<file path="config.mk">
export PLATFORM = sky130hd
export DESIGN_NAME = irq_status_unit
export DESIGN_NICKNAME = d
export VERILOG_FILES = /design/src/rtl/irq_unit_pkg.sv /design/src/rtl/irq_status_ctrl.sv /design/src/rtl/irq_status_dp.sv /design/src/rtl/irq_status_unit.sv
export SDC_FILE = /design/constraint.sdc
export NUM_CORES = 1
export LEC_CHECK = 0
export ABC_AREA = 1
export BUFFER_PORTS_ARGS = -buffer_cell sky130_fd_sc_hd__buf_4
export CORE_UTILIZATION = 48
export DETAILED_ROUTE_END_ITERATION = 12
export GPL_TIMING_DRIVEN = 1
export PLACE_DENSITY = 0.8
export SYNTH_ARGS = -nofsm -noshare
export SYNTH_HDL_FRONTEND = slang
export SYNTH_SLANG_ARGS = --single-unit
export TNS_END_PERCENT = 20
</file>
<file path="constraint.sdc">
create_clock -name clk -period 1.9 [get_ports clk]
set_input_delay 0.19 -clock clk [delete_from_list [all_inputs] [get_ports clk]]
set_output_delay 0.19 -clock clk [all_outputs]
set_load 0.02 [all_outputs]
</file>
<file path="src/rtl/irq_unit_pkg.sv">
package irq_unit_pkg;

  // Number of status/mask bits carried by the unit.
  localparam int IRQ_W = 7;

  // Byte offsets of the register set; software decodes these.
  localparam int OFF_STAT  = 'h04;
  localparam int OFF_MSET  = 'h08;
  localparam int OFF_MCLR  = 'h0C;
  localparam int OFF_MASK  = 'h10;
  localparam int OFF_TXTHR = 'h28;
  localparam int OFF_RXTHR = 'h2C;

  // Status bit positions.
  localparam int B_RX_AT_THR = 1;
  localparam int B_TX_BELOW  = 2;
  localparam int B_TX_FULL   = 3;
  localparam int B_RX_AVAIL  = 4;
  localparam int B_RX_FULL   = 5;

  // Write strobes from decode to datapath.
  typedef struct packed {
    logic statClr;
    logic maskSet;
    logic maskClr;
    logic txThrWr;
    logic rxThrWr;
  } strobe_t;

  // Read source selection.
  typedef enum logic [2:0] {
    RD_NONE,
    RD_STAT,
    RD_MASK,
    RD_TXTHR,
    RD_RXTHR
  } rdsel_t;

endpackage

</file>
<file path="src/rtl/irq_status_ctrl.sv">
module irq_status_ctrl
  import irq_unit_pkg::*;
#(
  parameter int ADDR_W = 8
) (
  input  logic [ADDR_W-1:0] busAddr,
  input  logic              busWe,
  output strobe_t           strb,
  output rdsel_t            rdSel
);

  // Write decode: one strobe per writable address.
  always_comb begin
    strb = '0;
    if (busWe) begin
      case (busAddr)
        ADDR_W'(OFF_STAT):  strb.statClr = 1'b1;
        ADDR_W'(OFF_MSET):  strb.maskSet = 1'b1;
        ADDR_W'(OFF_MCLR):  strb.maskClr = 1'b1;
        ADDR_W'(OFF_TXTHR): strb.txThrWr = 1'b1;
        ADDR_W'(OFF_RXTHR): strb.rxThrWr = 1'b1;
        default: ;
      endcase
    end
  end

  // Read decode: set and clear addresses read as zero.
  always_comb begin
    case (busAddr)
      ADDR_W'(OFF_STAT):  rdSel = RD_STAT;
      ADDR_W'(OFF_MASK):  rdSel = RD_MASK;
      ADDR_W'(OFF_TXTHR): rdSel = RD_TXTHR;
      ADDR_W'(OFF_RXTHR): rdSel = RD_RXTHR;
      default:            rdSel = RD_NONE;
    endcase
  end

endmodule

</file>
<file path="src/rtl/irq_status_dp.sv">
module irq_status_dp
  import irq_unit_pkg::*;
#(
  parameter int FIFO_DEPTH  = 63,
  parameter int LVL_W       = 6,
  parameter int WD_W        = 7,
  parameter int TX_THR_INIT = 1,
  parameter int RX_THR_INIT = 32
) (
  input  logic             clk,
  input  logic             rstN,
  input  strobe_t          strb,
  input  rdsel_t           rdSel,
  input  logic [WD_W-1:0]  wd,
  input  logic [LVL_W-1:0] txLevel,
  input  logic [LVL_W-1:0] rxLevel,
  output logic [31:0]      rdData,
  output logic [IRQ_W-1:0] statusQ,
  output logic [IRQ_W-1:0] maskQ,
  output logic [LVL_W-1:0] txThrQ,
  output logic [LVL_W-1:0] rxThrQ,
  output logic             irq
);

  localparam logic [LVL_W-1:0] FULL_LVL = LVL_W'(FIFO_DEPTH);

  logic [IRQ_W-1:0] cond;
  logic [IRQ_W-1:0] clrVec;

  // Live conditions; reserved positions stay zero.
  always_comb begin
    cond              = '0;
    cond[B_RX_AT_THR] = (rxLevel >= rxThrQ);
    cond[B_TX_BELOW]  = (txLevel <  txThrQ);
    cond[B_TX_FULL]   = (txLevel == FULL_LVL);
    cond[B_RX_AVAIL]  = (rxLevel != '0);
    cond[B_RX_FULL]   = (rxLevel == FULL_LVL);
  end

  assign clrVec = strb.statClr ? wd[IRQ_W-1:0] : '0;

  // One sticky flop per status bit; a clear in the same cycle wins.
  for (genvar k = 0; k < IRQ_W; k++) begin : g_stat
    always_ff @(posedge clk or negedge rstN) begin
      if (!rstN)
        statusQ[k] <= 1'b0;
      else
        statusQ[k] <= (statusQ[k] | cond[k]) & ~clrVec[k];
    end
  end

  // Mask: set-only and clear-only ports.
  always_ff @(posedge clk or negedge rstN) begin
    if (!rstN)
      maskQ <= '0;
    else if (strb.maskSet)
      maskQ <= maskQ | wd[IRQ_W-1:0];
    else if (strb.maskClr)
      maskQ <= maskQ & ~wd[IRQ_W-1:0];
  end

  // Threshold registers.
  always_ff @(posedge clk or negedge rstN) begin
    if (!rstN) begin
      txThrQ <= LVL_W'(TX_THR_INIT);
      rxThrQ <= LVL_W'(RX_THR_INIT);
    end else begin
      if (strb.txThrWr) txThrQ <= wd[LVL_W-1:0];
      if (strb.rxThrWr) rxThrQ <= wd[LVL_W-1:0];
    end
  end

  assign irq = |(statusQ & maskQ);

  always_comb begin
    case (rdSel)
      RD_STAT:  rdData = 32'(statusQ);
      RD_MASK:  rdData = 32'(maskQ);
      RD_TXTHR: rdData = 32'(txThrQ);
      RD_RXTHR: rdData = 32'(rxThrQ);
      default:  rdData = '0;
    endcase
  end

endmodule

</file>
<file path="src/rtl/irq_status_unit.sv">
module irq_status_unit
  import irq_unit_pkg::*;
#(
  parameter int ADDR_W      = 8,
  parameter int FIFO_DEPTH  = 63,
  parameter int TX_THR_INIT = 1,
  parameter int RX_THR_INIT = 32,
  localparam int LVL_W      = $clog2(FIFO_DEPTH + 1)
) (
  input  logic              clk,
  input  logic              rstN,
  input  logic [ADDR_W-1:0] busAddr,
  input  logic              busWe,
  input  logic [31:0]       busWdata,
  output logic [31:0]       busRdata,
  input  logic [LVL_W-1:0]  txLevel,
  input  logic [LVL_W-1:0]  rxLevel,
  output logic              irq
);

  localparam int WD_W = (LVL_W > IRQ_W) ? LVL_W : IRQ_W;

  strobe_t          strb;
  rdsel_t           rdSel;
  logic [IRQ_W-1:0] statusQ;
  logic [IRQ_W-1:0] maskQ;
  logic [LVL_W-1:0] txThrQ;
  logic [LVL_W-1:0] rxThrQ;
  logic             unusedWdataHi;

  assign unusedWdataHi = ^busWdata[31:WD_W];

  irq_status_ctrl #(.ADDR_W(ADDR_W)) u_ctrl (
    .busAddr (busAddr),
    .busWe   (busWe),
    .strb    (strb),
    .rdSel   (rdSel)
  );

  irq_status_dp #(
    .FIFO_DEPTH  (FIFO_DEPTH),
    .LVL_W       (LVL_W),
    .WD_W        (WD_W),
    .TX_THR_INIT (TX_THR_INIT),
    .RX_THR_INIT (RX_THR_INIT)
  ) u_dp (
    .clk     (clk),
    .rstN    (rstN),
    .strb    (strb),
    .rdSel   (rdSel),
    .wd      (busWdata[WD_W-1:0]),
    .txLevel (txLevel),
    .rxLevel (rxLevel),
    .rdData  (busRdata),
    .statusQ (statusQ),
    .maskQ   (maskQ),
    .txThrQ  (txThrQ),
    .rxThrQ  (rxThrQ),
    .irq     (irq)
  );

endmodule

</file>
======== Word level (Yosys, flattened, before mapping) ========
Cells that the tools add are included.
cells by class
  add/sub/neg operators ................... 0
  multipliers ............................. 0
  div/mod/pow operators ................... 0
  order comparisons ....................... 2
  eq/ne operators ......................... 12
  shift operators ......................... 0
  multiplexer cells ....................... 11
  bitwise gates (word level) .............. 23
  reduce and logical (&&, ||, !) cells .... 3
operators with widths
  kind                                                                    number
  7-bit case mux with 4 select lines                                      1
  7-bit 2-to-1 mux                                                        3
  8-bit by 4-bit equality test with 1-bit output (second input constant)  2
  8-bit by 6-bit equality test with 1-bit output (second input constant)  2
  7-bit bitwise AND                                                       2
  6-bit equality test (second input constant)                             2
  3-bit case mux with 4 select lines                                      1
  8-bit by 3-bit equality test with 1-bit output (second input constant)  1
  8-bit by 5-bit equality test with 1-bit output (second input constant)  1
  1-bit bitwise AND                                                       7
  1-bit inverter                                                          7
  7-bit inverter                                                          1
  7-bit OR                                                                1
  7-bit OR reduction                                                      1
  3-bit by 2-bit equality test with 1-bit output (second input constant)  2
  6-bit greater-or-equal comparator                                       1
  6-bit < comparator                                                      1
  6-bit nonzero test                                                      1
  1-bit 2-to-1 mux                                                        5
  5-bit 2-to-1 mux                                                        1
  1-bit OR                                                                5
  3-bit by 1-bit equality test with 1-bit output (second input constant)  1
  3-bit equality test (second input constant)                             1
  2-bit nonzero test                                                      1
word-level totals
  bits in registers ....................... 26
  bits in latches ......................... 0
  memory bits (writable) .................. 0
  memory bits (read-only) ................. 0
  output and inout bits ................... 33
  logic and storage cells ................. 61
  memories kept ........................... 0

======== Logic depth before layout (Yosys ltp) ========
  word-level depth ........................ 6
  gate-level depth with buffers ........... 10
  mapped depth without buffers ............ 10

======== Cells and area by module ========
A second synthesis with hierarchy kept.
unflattened totals
  cells, all modules ...................... 271
  area total of the unflattened synthesis .. 1,944.4 sq um
by module, submodules not included
  module           instances  cells an instance  area an instance (sq um)  sequential area each (sq um)
  irq_status_dp    1          232                1,755.4                   653.1
  irq_status_ctrl  1          39                 188.9                     0.0

======== Worst setup path after synthesis ========
Ideal clock, no wire load.
  path type ............................... reg-to-reg
  start point ............................. register u_dp.rxThrQ[5]
  end point ............................... register u_dp.statusQ[1]
  library setup time ...................... 0.113 ns
  data arrival time ....................... 1.167 ns
  data required time ...................... 1.787 ns
  slack ................................... 0.620 ns
  stages on the path, launching flop included .. 8
  path buffers ............................ 0
  clock period less this slack ............ 1.280 ns
  cell sequence ........................... dfstp_2 inv_1 ha_1 nand2_1 o21bai_1 nand3b_1 nand2_1 inv_1
between the ends
  word-level cells in the longest chain between the ends .. 3
RTL lines
  item                               line                 source
  start: declaration                 irq_status_dp.sv:21  output logic [LVL_W-1:0] rxThrQ,
  start signal: assignment           irq_status_dp.sv:66  rxThrQ <= LVL_W'(RX_THR_INIT);
  start signal: assignment           irq_status_dp.sv:69  if (strb.rxThrWr) rxThrQ <= wd[LVL_W-1:0];
  6-bit greater-or-equal comparator  irq_status_dp.sv:33  cond[B_RX_AT_THR] = (rxLevel >= rxThrQ);
  1-bit OR                           irq_status_dp.sv:48  statusQ[k] <= (statusQ[k] | cond[k]) & ~clrVec[k];
  1-bit bitwise AND                  irq_status_dp.sv:48
  end signal: indexed assignment     irq_status_dp.sv:48
  end: declaration                   irq_status_dp.sv:18  output logic [IRQ_W-1:0] statusQ,
No other way between the ends.
A chain may end at the register's enable or synchronous reset.

======== Final worst setup path ========
  start point ............................. input busAddr[6]
  end point ............................... output busRdata[4]
between the ends
  word-level cells in the longest chain between the ends .. 4
RTL lines
  item                                                                          line                   source
  start: declaration                                                            irq_status_unit.sv:12  input logic [ADDR_W-1:0] busAddr,
  8-bit by 6-bit equality test with 1-bit output, or another cell as far along  irq_status_ctrl.sv:29  case (busAddr)
  3-bit case mux with 4 select lines *                                          irq_status_ctrl.sv:29
  3-bit equality test, or another cell as far along                             irq_status_dp.sv:76    case (rdSel)
  7-bit case mux with 4 select lines *                                          irq_status_dp.sv:76
  end: declaration                                                              irq_status_unit.sv:15  output logic [31:0] busRdata,
Mark *: on every way between the ends. The rest lies on a longest branch, timed or not.

==> run_results.csv <==
group,metric,value,unit
pwr,power.total,1.20,mW
floorplan,die_y,67.5,um
logic_synthesis,syn_area,0.00206,sq mm
cells_and_area,final_nets,381,
cells_and_area,layoutNonFillerInstCount,364,
cells_and_area,area_growth,12.5,%
worst_setup_path,cp_data_arrival_time,1350,ps
floorplan,num_rows,23,
timing,drv_slew,0,
clock_network,htreeDepth,1,
floorplan,core,0.00406,sq mm
floorplan,die_w,67.5,um
drt,drt_iter0_drc,74,
worst_setup_path,cp-end-kind,"primary output",
logic_synthesis,syn_area_per_cell,7.40,sq um
pwr,powerDensity,520,mW/mm^2
drt,postRouteAntennaNets,0,
min_path,holdCritStartpoint,"busWdata[6]",
drt,drc_errors,0,
grt,grt_pass1_vias,1630,
clock_network,cts_hold_buf,1,
worst_setup_path,r2r_start,"u_dp.rxThrQ[5]",
cells_and_area,utilization,0.570,
logic_synthesis,syn_inst,278,
timing,clock_skew,7.33,ps
drt,drt_first_pass_iters,4,
clock_network,post_cts_buffers,0,
grt,grt_max_degree,27,
timing,worst_pin_slew,533,ps
worst_setup_path,ff2ff_setup_slack,550,ps
worst_setup_path,timing.rr.end,"u_dp.statusQ[1]",
clock_network,insertion_delay,270,ps
drt,vias,1810,
min_path,min_path_cells,3,
clock_network,cts-resized-gates,0,
cells_and_area,diodes,0,
timing,period_share,0.810,
grt,grtUsageTotal,0.208,
floorplan,ios,88,
grt,grt_first_pass_wirelength,7.19,mm
clock_network,path_clk_slew,90,ps
floorplan,dieArea,0.00455,sq mm
worst_setup_path,critPathLaunchType,"input port",
timing,fmax,650,MHz
timing,rsz0062_at_grt,"no",
worst_setup_path,ff2ff_path_depth,7,
grt,grt-ovfl-total,0,
cells_and_area,layout-drive-gt1-share,0.232,
clock_network,cts_buffers,3,
timing,setup_tns,0,ps
floorplan,initial_core_util,0.507,
worst_setup_path,crit_type,"in -> out",
job,maxCapViolations,0,
logic_synthesis,yosys_warnings,0,
logic_synthesis,yosysSeqAreaShare,0.318,
worst_setup_path,cp.required,1710,ps
pwr,ir_worst_vdd,0.237,mV
logic_synthesis,synth-seq-cells,26,
grt,grt_antenna_before_repair,0,
placement,dp_hpwl,3.42,mm
min_path,hold_path.class,"in -> reg",
drt,viasPerCell,4.97,
worst_setup_path,critPathMaxFanout,7,
pwr,leakage,1.21,nW
outcome,outcome,"finished clean",
clock_network,cts_tree,"built",
drt,drt-total-wl,4.28,mm
timing,fin_crit,1540,ps
timing,setup_viol,0,
placement,gp_congestion,0.858,
clock_network,clockBufferDepth,2,
logic_synthesis,synth_cell_types,25,
timing,slew_headroom,0.643,
timing,hold_violations,0,
drt,wire_per_inst,11.7,um
clock_network,cts-root-buf,"clkbuf_8",
placement,dpl.cell_count,359,
cells_and_area,fillers,371,
clock_network,clkSinkCount,26,
placement,io_buffers,37,
[cell families (layout without fill, tap and decap cells)]
group,Yosys count,after routing,share of synthesized area
fa+ha+maj,11,11,0.0669
simple gates,149,149,0.351
other cells,1,25,0.00182
compound gates,18,18,0.0712
buf+inv,73,85,0.192
flops,26,26,0.318
[Yosys cell counts, drive strengths merged]
master  count  area share
a221oi      1      0.0043
nor2       15       0.051
conb        1      0.0018
o21bai      3       0.011
nand3b      1      0.0037
ha         11       0.067
nor3        1      0.0024
dfstp       2       0.026
nand3      39        0.11
dfrtp      24        0.29
inv        42       0.077
nand2      85        0.16
buf        31        0.11
o21ai      12       0.051
nand4       8       0.024
a21oi       2      0.0049
[stage by stage]
step | hold WS, ps | area (sq um) | setup WS (ps)
after CTS | 165 | 2310 | 366
after floorplan | -106 | 2150 | 620
after global placement | 115 | 2260 | 435
after global routing | 189 | 2310 | 296
after detailed placement | 114 | 2260 | 385
final | 165 | 2310 | 362
[final cells by class]
type | instances | area [sq um] | share of cell area
multi-input combinational | 203 | 1100 | 0.475
tap | 50 | 62.6 | 0.0270
timing repair buffer | 39 | 295 | 0.128
clock buffer | 4 | 45.0 | 0.0195
sequential | 26 | 653 | 0.282
inverter | 42 | 158 | 0.0681
[metal layers]
layer | vias up | track usage | share of wire
met4 | 0 | 0.0638 | 0.019
li1 | 903 | - | -
met5 | - | 0 | 0
met1 | 832 | 0.283 | 0.45
met2 | 67 | 0.348 | 0.47
met3 | 8 | 0.0169 | 0.057
[how the worst max path moves through the flow]
stage | to | slack, ps | start | cells after the start
2_1_floorplan | u_dp.statusQ[1] | 620 | u_dp.rxThrQ[5] | 7
3_3_place_gp | busRdata[2] | 440 | busAddr[7] | 7
3_5_place_dp | busRdata[4] | 390 | busAddr[7] | 7
4_1_cts | busRdata[4] | 370 | busAddr[7] | 7
5_1_grt | busRdata[4] | 300 | busAddr[5] | 7
6_report | busRdata[4] | 360 | busAddr[6] | 7
[critical path: stages]
cell,delay [ps]
buf_4,110
inv_1,40
nand2_1,90
nor2_1,430
nand3_1,160
nand4_1,170
buf_4,160
[power breakdown]
group	internal, mW	switching (mW)	leakage, nW
combinational	0.102	0.174	0.858
clock	0.150	0.166	0.0228
sequential	0.584	0.0268	0.332
[cell usage in the layout, fill, tap and decap left out, drive strengths merged]
master | netlist | layout
a21oi | 2 | 2
nand3 | 39 | 39
nand2 | 85 | 85
o21bai | 3 | 3
nor2 | 15 | 15
nor3 | 1 | 1
buf | 31 | 38
ha | 11 | 11
inv | 42 | 42
conb | 1 | 25
clkbuf | 0 | 4
dlygate4sd3 | 0 | 1
o21ai | 12 | 12
a221oi | 1 | 1
nand3b | 1 | 1
nand4 | 8 | 8
dfrtp | 24 | 24
dfstp | 2 | 2
(Power assumes the default switching activity.)
